==> src/rtl/unlk_pkg.sv <==
package unlk_pkg;

  // Gate sequencing states
  typedef enum logic [1:0] {
    GATE_LOCKED = 2'd0,
    GATE_ARMING = 2'd1,
    GATE_OPEN   = 2'd2
  } gate_state_e;

  // Default geometry shared by the gate and its checker
  localparam int unsigned DEF_DW        = 32;
  localparam int unsigned DEF_AW        = 8;
  localparam int unsigned DEF_KEY_W     = 16;
  localparam int unsigned DEF_ARM_DELAY = 3;

endpackage

==> src/rtl/unlk_key_cmp.sv <==
module unlk_key_cmp #(
  parameter int unsigned AW      = 8,
  parameter int unsigned KEY_W   = 16,
  parameter logic [AW-1:0]    KEY_OFS = 8'h3C,
  parameter logic [KEY_W-1:0] KEY_VAL = 16'hA55A
) (
  input  logic             wr_valid,
  input  logic [AW-1:0]    wr_addr,
  input  logic [KEY_W-1:0] wr_key_bits,
  output logic             key_hit,
  output logic             key_good,
  output logic             prot_hit
);

  logic addr_is_key;

  always_comb begin
    addr_is_key = (wr_addr == KEY_OFS);
    key_hit     = wr_valid && addr_is_key;
    key_good    = (wr_key_bits == KEY_VAL);
    prot_hit    = wr_valid && !addr_is_key;
  end

endmodule

==> src/rtl/unlk_arm_timer.sv <==
module unlk_arm_timer #(
  parameter int unsigned ARM_DELAY = 3
) (
  input  logic clk,
  input  logic rst_n,
  input  logic load,
  output logic done
);

  localparam int unsigned CW = (ARM_DELAY > 1) ? $clog2(ARM_DELAY) : 1;
  localparam logic [CW-1:0] LOAD_VAL = CW'(ARM_DELAY - 1);

  logic [CW-1:0] cnt_q;
  logic [CW-1:0] cnt_d;
  logic          cnt_en;

  always_comb begin
    cnt_en = load || (cnt_q != '0);
    if (load) begin
      cnt_d = LOAD_VAL;
    end else begin
      cnt_d = cnt_q - 1'b1;
    end
    done = (cnt_q == '0);
  end

  always_ff @(posedge clk or negedge rst_n) begin
    if (!rst_n) begin
      cnt_q <= '0;
    end else if (cnt_en) begin
      cnt_q <= cnt_d;
    end
  end

endmodule

==> src/rtl/unlk_ctrl.sv <==
module unlk_ctrl
  import unlk_pkg::*;
(
  input  logic clk,
  input  logic rst_n,
  input  logic key_hit,
  input  logic key_good,
  input  logic prot_hit,
  input  logic dn_ready,
  input  logic timer_done,
  output logic timer_load,
  output logic accept,
  output logic reject,
  output logic gate_open
);

  gate_state_e state_q;
  gate_state_e state_d;

  always_comb begin
    state_d    = state_q;
    timer_load = 1'b0;
    accept     = prot_hit && (state_q == GATE_OPEN) && dn_ready;
    reject     = prot_hit && !accept;

    unique case (state_q)
      GATE_LOCKED: begin
        if (key_hit && key_good) begin
          state_d    = GATE_ARMING;
          timer_load = 1'b1;
        end
      end
      GATE_ARMING: begin
        if (key_hit) begin
          if (key_good) begin
            timer_load = 1'b1;
          end else begin
            state_d = GATE_LOCKED;
          end
        end else if (timer_done) begin
          state_d = GATE_OPEN;
        end
      end
      GATE_OPEN: begin
        if (key_hit && !key_good) begin
          state_d = GATE_LOCKED;
        end else if (accept) begin
          state_d = GATE_LOCKED;
        end
      end
      default: begin
        state_d = GATE_LOCKED;
      end
    endcase
  end

  always_ff @(posedge clk or negedge rst_n) begin
    if (!rst_n) begin
      state_q <= GATE_LOCKED;
    end else begin
      state_q <= state_d;
    end
  end

  assign gate_open = (state_q == GATE_OPEN);

endmodule

==> src/rtl/unlk_wr_gate.sv <==
module unlk_wr_gate
  import unlk_pkg::*;
#(
  parameter int unsigned DW        = DEF_DW,
  parameter int unsigned AW        = DEF_AW,
  parameter int unsigned KEY_W     = DEF_KEY_W,
  parameter int unsigned ARM_DELAY = DEF_ARM_DELAY,
  parameter logic [AW-1:0]    KEY_OFS = 8'h3C,
  parameter logic [KEY_W-1:0] KEY_VAL = 16'hA55A
) (
  input  logic          clk,
  input  logic          rst_n,
  input  logic          wr_valid,
  input  logic [AW-1:0] wr_addr,
  input  logic [DW-1:0] wr_data,
  input  logic          dn_ready,
  output logic          dn_wr_en,
  output logic [AW-1:0] dn_wr_addr,
  output logic [DW-1:0] dn_wr_data,
  output logic          wr_blocked,
  output logic [DW-1:0] unlock_status
);

  // Reset: asserted asynchronously, released after two clock edges
  logic [1:0] rst_pipe_q;
  logic       rst_sync_n;

  always_ff @(posedge clk or negedge rst_n) begin
    if (!rst_n) begin
      rst_pipe_q <= 2'b00;
    end else begin
      rst_pipe_q <= {rst_pipe_q[0], 1'b1};
    end
  end

  assign rst_sync_n = rst_pipe_q[1];

  // Decode and sequencing
  logic key_hit;
  logic key_good;
  logic prot_hit;
  logic timer_load;
  logic timer_done;
  logic accept;
  logic reject;
  logic gate_open;

  unlk_key_cmp #(
    .AW      (AW),
    .KEY_W   (KEY_W),
    .KEY_OFS (KEY_OFS),
    .KEY_VAL (KEY_VAL)
  ) u_key_cmp (
    .wr_valid    (wr_valid),
    .wr_addr     (wr_addr),
    .wr_key_bits (wr_data[KEY_W-1:0]),
    .key_hit     (key_hit),
    .key_good    (key_good),
    .prot_hit    (prot_hit)
  );

  unlk_arm_timer #(
    .ARM_DELAY (ARM_DELAY)
  ) u_arm_timer (
    .clk   (clk),
    .rst_n (rst_sync_n),
    .load  (timer_load),
    .done  (timer_done)
  );

  unlk_ctrl u_ctrl (
    .clk        (clk),
    .rst_n      (rst_sync_n),
    .key_hit    (key_hit),
    .key_good   (key_good),
    .prot_hit   (prot_hit),
    .dn_ready   (dn_ready),
    .timer_done (timer_done),
    .timer_load (timer_load),
    .accept     (accept),
    .reject     (reject),
    .gate_open  (gate_open)
  );

  // Registered downstream port and blocked pulse
  logic          dn_en_d;
  logic          blk_d;
  logic          dn_en_q;
  logic          blk_q;
  logic [AW-1:0] dn_addr_q;
  logic [DW-1:0] dn_data_q;

  always_comb begin
    dn_en_d = accept;
    blk_d   = reject;
  end

  always_ff @(posedge clk or negedge rst_sync_n) begin
    if (!rst_sync_n) begin
      dn_en_q <= 1'b0;
      blk_q   <= 1'b0;
    end else begin
      dn_en_q <= dn_en_d;
      blk_q   <= blk_d;
    end
  end

  always_ff @(posedge clk or negedge rst_sync_n) begin
    if (!rst_sync_n) begin
      dn_addr_q <= '0;
      dn_data_q <= '0;
    end else if (accept) begin
      dn_addr_q <= wr_addr;
      dn_data_q <= wr_data;
    end
  end

  assign dn_wr_en      = dn_en_q;
  assign dn_wr_addr    = dn_addr_q;
  assign dn_wr_data    = dn_data_q;
  assign wr_blocked    = blk_q;
  assign unlock_status = {gate_open, {(DW-1){1'b0}}};

endmodule

==> config.mk <==
export PLATFORM = sky130hd
export DESIGN_NAME = unlk_wr_gate
export DESIGN_NICKNAME = d
export VERILOG_FILES = /design/src/rtl/unlk_pkg.sv /design/src/rtl/unlk_key_cmp.sv /design/src/rtl/unlk_arm_timer.sv /design/src/rtl/unlk_ctrl.sv /design/src/rtl/unlk_wr_gate.sv
export SDC_FILE = /design/constraint.sdc
export NUM_CORES = 1
export LEC_CHECK = 0
export ABC_AREA = 1
export BUFFER_PORTS_ARGS = -buffer_cell sky130_fd_sc_hd__buf_2
export CAP_MARGIN = 10
export CORE_MARGIN = 4
export CORE_UTILIZATION = 30
export CTS_BUF_LIST = sky130_fd_sc_hd__clkbuf_2
export CTS_CLUSTER_DIAMETER = 50
export DETAILED_ROUTE_END_ITERATION = 6
export SKIP_LAST_GASP = 1
export SLEW_MARGIN = 20
export SYNTH_ARGS = -nofsm -noshare
export SYNTH_HDL_FRONTEND = slang
export SYNTH_SLANG_ARGS = --single-unit
export TNS_END_PERCENT = 20
==> constraint.sdc <==
create_clock -name clk -period 2.8 [get_ports clk]
set_clock_uncertainty 0.15 [all_clocks]
set_input_delay 0.28 -clock clk [delete_from_list [all_inputs] [get_ports clk]]
set_output_delay 0.28 -clock clk [all_outputs]
set_load 0.03 [all_outputs]
==> results of run 1 <==
## worst min-delay path, cell delays in order
cell	delay, ns
sky130_fd_sc_hd__buf_2	0.11
sky130_fd_sc_hd__nand3_1	0.08
sky130_fd_sc_hd__nand2_1	0.08
sky130_fd_sc_hd__o22ai_1	0.08
## layout make-up
class                      instances  area [um2]
fill                             733        4150
sequential                        48        1205
timing repair buffer             130       868.3
multi-input combinational        184       744.5
tap                               99       123.9
inverter                          21       78.83
clock buffer                       5       25.02
clock inverter                     3       18.77
## power groups by stage
| stage | Sequential (uW) | Clock [uW] | Combinational, uW |
|---|---|---|---|
| CTS | 711 | 300 | 151 |
| floorplan | 720 | 0 | 99.6 |
| finish | 710 | 282 | 152 |
| global route | 714 | 330 | 166 |
| global placement | 723 | 0 | 105 |
| detailed placement | 723 | 0 | 105 |
## layer usage
metal / vias to the layer above / part of all wire, % / track usage (%)
met5: - / 0 / 0
met4: 0 / 1.0 / 3.490
met3: 5 / 6.2 / 3.365
met2: 63 / 49 / 20.88
met1: 853 / 44 / 15.31
li1: 975 / - / -
## kinds of logic (layout without fill, tap and decap cells)
kind of cell,Yosys count,in the layout
buf+inv,61,159
compound gates,15,15
flops,48,48
simple gates,136,136
other cells,2,32
fa+ha+maj,1,1
## per-stage QoR
step | hold WS [ns] | instance area, um2 | utilization, %
5_1_grt | 0.1032 | 3064 | 42.47
3_3_place_gp | -0.08491 | 2587 | 35.87
4_1_cts | 0.06422 | 3062 | 42.44
2_1_floorplan | -0.1656 | 2331 | -
6_report | 0.09278 | 3064 | 42.47
3_5_place_dp | -0.08022 | 2587 | 35.87
## worst max path at each step
stage                endpoint  depth (start not counted)  slack, ns          start
2_1_floorplan   dn_wr_addr[0]                          0       1.22  rst_pipe_q[1]
3_3_place_gp    dn_wr_data[9]                         11       1.08     wr_addr[0]
3_5_place_dp   dn_wr_data[11]                         11       1.04     wr_addr[0]
4_1_cts        dn_wr_data[11]                         12       0.96     wr_addr[0]
5_1_grt         dn_wr_addr[2]                         12       0.78     wr_addr[0]
6_report        dn_wr_data[3]                         12       0.93     wr_addr[0]
## state kept, by name, indices dropped and copies added (netlist names)
signal             flops
rst_pipe_q             2
u_arm_timer.cnt_q      2
u_ctrl.state_q         2
dn_wr_data            32
wr_blocked             1
dn_wr_addr             8
dn_wr_en               1
## layout by cell type (no fill, tap or decap), drive strengths merged
cell         instances
conb                32
ha                   1
a21oi                1
clkbuf               5
inv                 21
clkinv               3
nor2                12
o22ai                1
nand3                6
nand2              118
buf                 87
o21ai               13
dlygate4sd3         43
dfrtp               48
==> impl_metrics.ini, run 1 <==
[die]
ioPinCount = 118
fp.dieH_um = 93.99
dieArea_um2 = 8834
die_boundary_width_um = 93.99
core_area_um2 = 7214
initial_core_util_pct = 30.75
core.rowCount = 31

[routing]
antenna_violating_nets_post_route = 0
vias = 1896
drc = 0
dr.pass1.iters = 4
viasPerCell = 3.869
drtIter0Drc = 77
drt-total-wl_mm = 5.285
post_drt_wl_per_cell_um = 10.79

[clocking]
clkLatencyLatePin_ns = 0.40
clk_path_buf_depth = 2
numCtsBuffers = 5
cts_num_sinks = 48
cts_tree = built
cts_repair_resize_count = 0
cts_hold_buf = 43
post_cts.repair.setup_buffers = 0
clk_pin_slew_worst_paths_ns = 0.24
h-tree-depth = 2
cts_root_buf = sky130_fd_sc_hd__clkbuf_2

[finish]
design.final.nets = 435
flow.area_growth_from_synthesis_pct = 38.13
share_of_final_layout_standard_cells_stronger_than_drive_strength_1_pct = 26.09
diodes = 0
fin_cells = 490

[worst_hold_path]
hold_path_startpoint = dn_ready
hold_path.class = in2reg
whs_endpoint = u_ctrl.state_q[1]
hold-path-cell-count = 4

[run]
timing.max_cap.violations = 0

[placed_design]
dp_cells = 439
gpl.final_weighted_congestion = 0.7069
port_buffers = 86
preCtsSetupSlack_ns = 1.040
dp.final_hpwl_mm = 3.590

[timing]
totalNegativeSetupSlack_ns = 0
timing.slew.headroom_pct = 60.33
final_max_slew_viol_count = 0
setup_ws_ns = 0.9282
final_min_period_over_clock_period_pct = 66.85
hold_viol_final = 0
worst_slew_pin_slew_ns = 0.5951
fmaxAchievable_mhz = 534.2
setup-violations-final = 0
setup_repair_after_global_routing_missed_its_margin = no
post-route-min-period_ns = 1.872

[power]
pwr_density_cell_nw_per_um2 = 373.4
internal_power_uw = 823.2
pwr-share-comb_pct = 13.3
power_switching_uw = 320.9
standby_leakage_power_uw = 0.001844
switching_share_pct = 28.05
clockPowerShare_pct = 24.6
seq_power_share_pct = 62.1
power_uw = 1144
maximum_vdd_drop_uv = 130.3

[synth]
ys.flop_type = sky130_fd_sc_hd__dfrtp_1
yosysMostFrequentCell = sky130_fd_sc_hd__nand2_1
synth-async-reset-ratio_pct = 100.0
xor_xnor_fraction_of_synth_area_pct = 0
synthesis.yosys.warnings = 0
postSynthAreaPerCell_um2 = 8.435
synth.top_cells.by_area = sky130_fd_sc_hd__dfrtp_1 54%, sky130_fd_sc_hd__nand2_1 20%, sky130_fd_sc_hd__buf_4 12%
synth_edf_count = 0
synthMuxAreaShare_pct = 0
synth_top_area_cell = sky130_fd_sc_hd__dfrtp_1
post_synth_inst_count = 263
postSynthRegisterBits = 48
synthTopCellsByCount = 117 x sky130_fd_sc_hd__nand2_1, 48 x sky130_fd_sc_hd__dfrtp_1, 35 x sky130_fd_sc_hd__buf_4, 18 x sky130_fd_sc_hd__inv_1, 12 x sky130_fd_sc_hd__o21ai_1
synth_seq_area_share_pct = 54.15
synthSimpleGateAreaFrac_pct = 24.14
netlist_cell_types = 18
combinational_family_with_the_most_area_after_synthesis = simple AND/OR/NAND/NOR gates
netlist_area_um2 = 2218
synth_compound_gate_area_share_pct = 3.440
synth-adder-area-share_pct = 0.5640
synth_top_area_share_pct = 54.15

[critical_path]
r2r_end = dn_wr_data[4]
crit_chain = dlygate4sd3_1 > buf_2 > inv_1 > nand2_1 > nor2_1 > nand2_1 > nand2_2 > inv_2 > nand3_4 > buf_4 > nand2_1 > nand2_1
kind_of_start_point_of_the_critical_path = input port
cpPeakStageDelay_ns = 0.53
critical-path-top-delay-family = buffers and inverters
r2r.worst_path.cells = 5
critical_path.slowest_cell = sky130_fd_sc_hd__dlygate4sd3_1
setup.worst_path.class = in2reg
worst-path-max-fanout = 52
crit_path_end_kind = flip-flop
arrival_ns = 2.10
timing.critical_path.buf_inv = 5
r2r_setup_slack_ns = 1.25
critPathMostFrequentCell = sky130_fd_sc_hd__nand2_1
worst_ep_required_time_ns = 3.02
rr_startpoint = u_ctrl.state_q[0]

[global_routing]
grt.overflow.total = 0
largest_net_degree_at_the_start_of_global_routing = 53
globalRouteTotalUtil_pct = 12.31
antenna_found_initial = 0
grt_pass1_vias = 1832
grt_pass1_wl_mm = 8.638

[outcome]
run_status = finished clean
Note: power is estimated with default switching activity, not from simulation.
==> inputs of run 2 (changes only) <==
- clock period: 2.8 -> 1.9 ns (I/O delays scaled with it)
==> impl_metrics.ini, run 2 (synthesis results as in run 1) <==
[outcome]
run_status = finished clean

[critical_path]
rr_startpoint = u_ctrl.state_q[0]
setup.worst_path.class = reg2out
crit_chain = nor2_2 > buf_2
arrival_ns = 1.33
r2r.worst_path.cells = 5
r2r_setup_slack_ns = 0.37
worst_ep_required_time_ns = 1.56
worst-path-max-fanout = 3
critical-path-top-delay-family = flip-flops
critical_path.slowest_cell = sky130_fd_sc_hd__dfrtp_1
cpPeakStageDelay_ns = 0.46
r2r_end = dn_wr_data[6]
kind_of_start_point_of_the_critical_path = flip-flop
crit_path_end_kind = output pin
timing.critical_path.buf_inv = 1

[power]
internal_power_uw = 1221
pwr_density_cell_nw_per_um2 = 545.3
switching_share_pct = 28.19
maximum_vdd_drop_uv = 261.4
seq_power_share_pct = 60.5
standby_leakage_power_uw = 0.001870
clockPowerShare_pct = 24.6
pwr-share-comb_pct = 14.9
power_switching_uw = 479.5

[global_routing]
grt_use_met1_pct = 15.00
largest_net_degree_at_the_start_of_global_routing = 39
grt_pass1_wl_mm = 8.901
grt.met3_usage_pct = 3.686
antenna_found_initial = 0
grt.overflow.total = 0
globalRouteTotalUtil_pct = 12.80
gr-max-usage-layer = met2
global_route.usage.met2_pct = 22.83
grt_pass1_vias = 1938

[die]
die_boundary_width_um = 93.99
core.rowCount = 31
initial_core_util_pct = 30.75
fp.dieH_um = 93.99
dieArea_um2 = 8834
ioPinCount = 118
core_area_um2 = 7214

[clocking]
cts_tree = built
cts_repair_resize_count = 0
h-tree-depth = 2
cts_num_sinks = 48
numCtsBuffers = 5
clk_pin_slew_worst_paths_ns = 0.24
clk_path_buf_depth = 2
clkLatencyLatePin_ns = 0.41
cts_root_buf = sky130_fd_sc_hd__clkbuf_2

[routing]
antenna_violating_nets_post_route = 0
drt-total-wl_mm = 5.520
drc = 0
drtIter0Drc = 78
viasPerCell = 3.978
dr.pass1.iters = 4
post_drt_wl_per_cell_um = 11.15
vias = 1969

[placed_design]
port_buffers = 86
dp_cells = 441
gpl.final_weighted_congestion = 0.7232
dp.final_hpwl_mm = 3.746
preCtsSetupSlack_ns = 0.3310

[timing]
setup_repair_after_global_routing_missed_its_margin = no
hold_viol_final = 0
totalNegativeSetupSlack_ns = 0
fmaxAchievable_mhz = 597.4
final_max_slew_viol_count = 0
final_min_period_over_clock_period_pct = 88.10
setup_ws_ns = 0.2262
setup-violations-final = 0
post-route-min-period_ns = 1.674

[finish]
final_common_cell = sky130_fd_sc_hd__nand2_1
fin_cells = 495
flow.area_growth_from_synthesis_pct = 40.61
layout_common_cells = 117 x sky130_fd_sc_hd__nand2_1, 86 x sky130_fd_sc_hd__buf_2, 47 x sky130_fd_sc_hd__dfrtp_1, 46 x sky130_fd_sc_hd__dlygate4sd3_1, 32 x sky130_fd_sc_hd__conb_1
share_of_final_layout_standard_cells_stronger_than_drive_strength_1_pct = 26.26
design.final.nets = 440
n_fill_cell = 714
largest_register_ff_count = 32
diodes = 0

[worst_hold_path]
hold_path.class = reg2async

[run]
timing.max_cap.violations = 0
-- run 2: changes by cell type in the layout (fill, tap and decap cells not counted) --
cell / previous run / this run
sky130_fd_sc_hd__buf_12: 0 / 1
sky130_fd_sc_hd__buf_4: 1 / 2
sky130_fd_sc_hd__dfrtp_2: 0 / 1
sky130_fd_sc_hd__dfrtp_4: 1 / 0
sky130_fd_sc_hd__dlygate4sd3_1: 43 / 46
-- run 2: routing by layer --
metal,vias to the layer above,share of wire [%]
met5,-,0
met4,0,1.1
met3,6,6.8
met2,62,52
met1,913,40
li1,988,-
-- run 2: worst max path at each step --
stage,slack (ns),cells past startpoint,from,end
floorplan,0.32,0,rst_pipe_q[1],dn_wr_addr[0]
global placement,0.34,11,wr_addr[0],dn_wr_addr[3]
detailed placement,0.33,11,wr_addr[0],dn_wr_data[15]
CTS,0.20,2,u_ctrl.state_q[0],unlock_status[31]
global route,0.09,12,wr_addr[1],dn_wr_addr[3]
finish,0.23,2,u_ctrl.state_q[0],unlock_status[31]
-- run 2: what timing repair did --
item                      in CTS  in global routing
hold endpoints to repair      51                  0
setup buffers                  0                  0
hold buffers                  46                  0
-- run 2: final cells by class --
class	count	area, um2	share of cell area, %
clock inverters	3	18.77	0.6017
well taps	99	123.9	3.971
flip-flops and latches	48	1202	38.55
clock buffers	5	25.02	0.8022
multi-input cells	184	744.5	23.87
repair buffers	135	925.9	29.68
inverters	21	78.83	2.527
-- run 2: stage by stage --
stage	total power (uW)	hold WS, ns	area (um2)	util (%)
after CTS	1747	0.1493	3119	43.24
after global routing	1795	0.1546	3119	43.24
final	1701	0.1231	3119	43.24
after floorplan	1208	-0.2556	2331	-
after global placement	1226	-0.1722	2615	36.25
after detailed placement	1226	-0.1743	2615	36.25
-- run 2: power groups by stage --
stage / Clock [uW] / Combinational [uW] / Sequential (uW)
2_1_floorplan: 0 / 147 / 1060
3_3_place_gp: 0 / 177 / 1050
3_5_place_dp: 0 / 177 / 1050
4_1_cts: 463 / 254 / 1030
5_1_grt: 486 / 277 / 1030
6_report: 419 / 253 / 1030
-- run 2: worst register-to-register path, stage by stage, from the launching register on --
cell,delay [ns]
sky130_fd_sc_hd__dfrtp_1,0.46
sky130_fd_sc_hd__nor2_2,0.21
sky130_fd_sc_hd__nand3_4,0.11
sky130_fd_sc_hd__inv_2,0.37
sky130_fd_sc_hd__nand2_1,0.11
sky130_fd_sc_hd__nand2_1,0.09
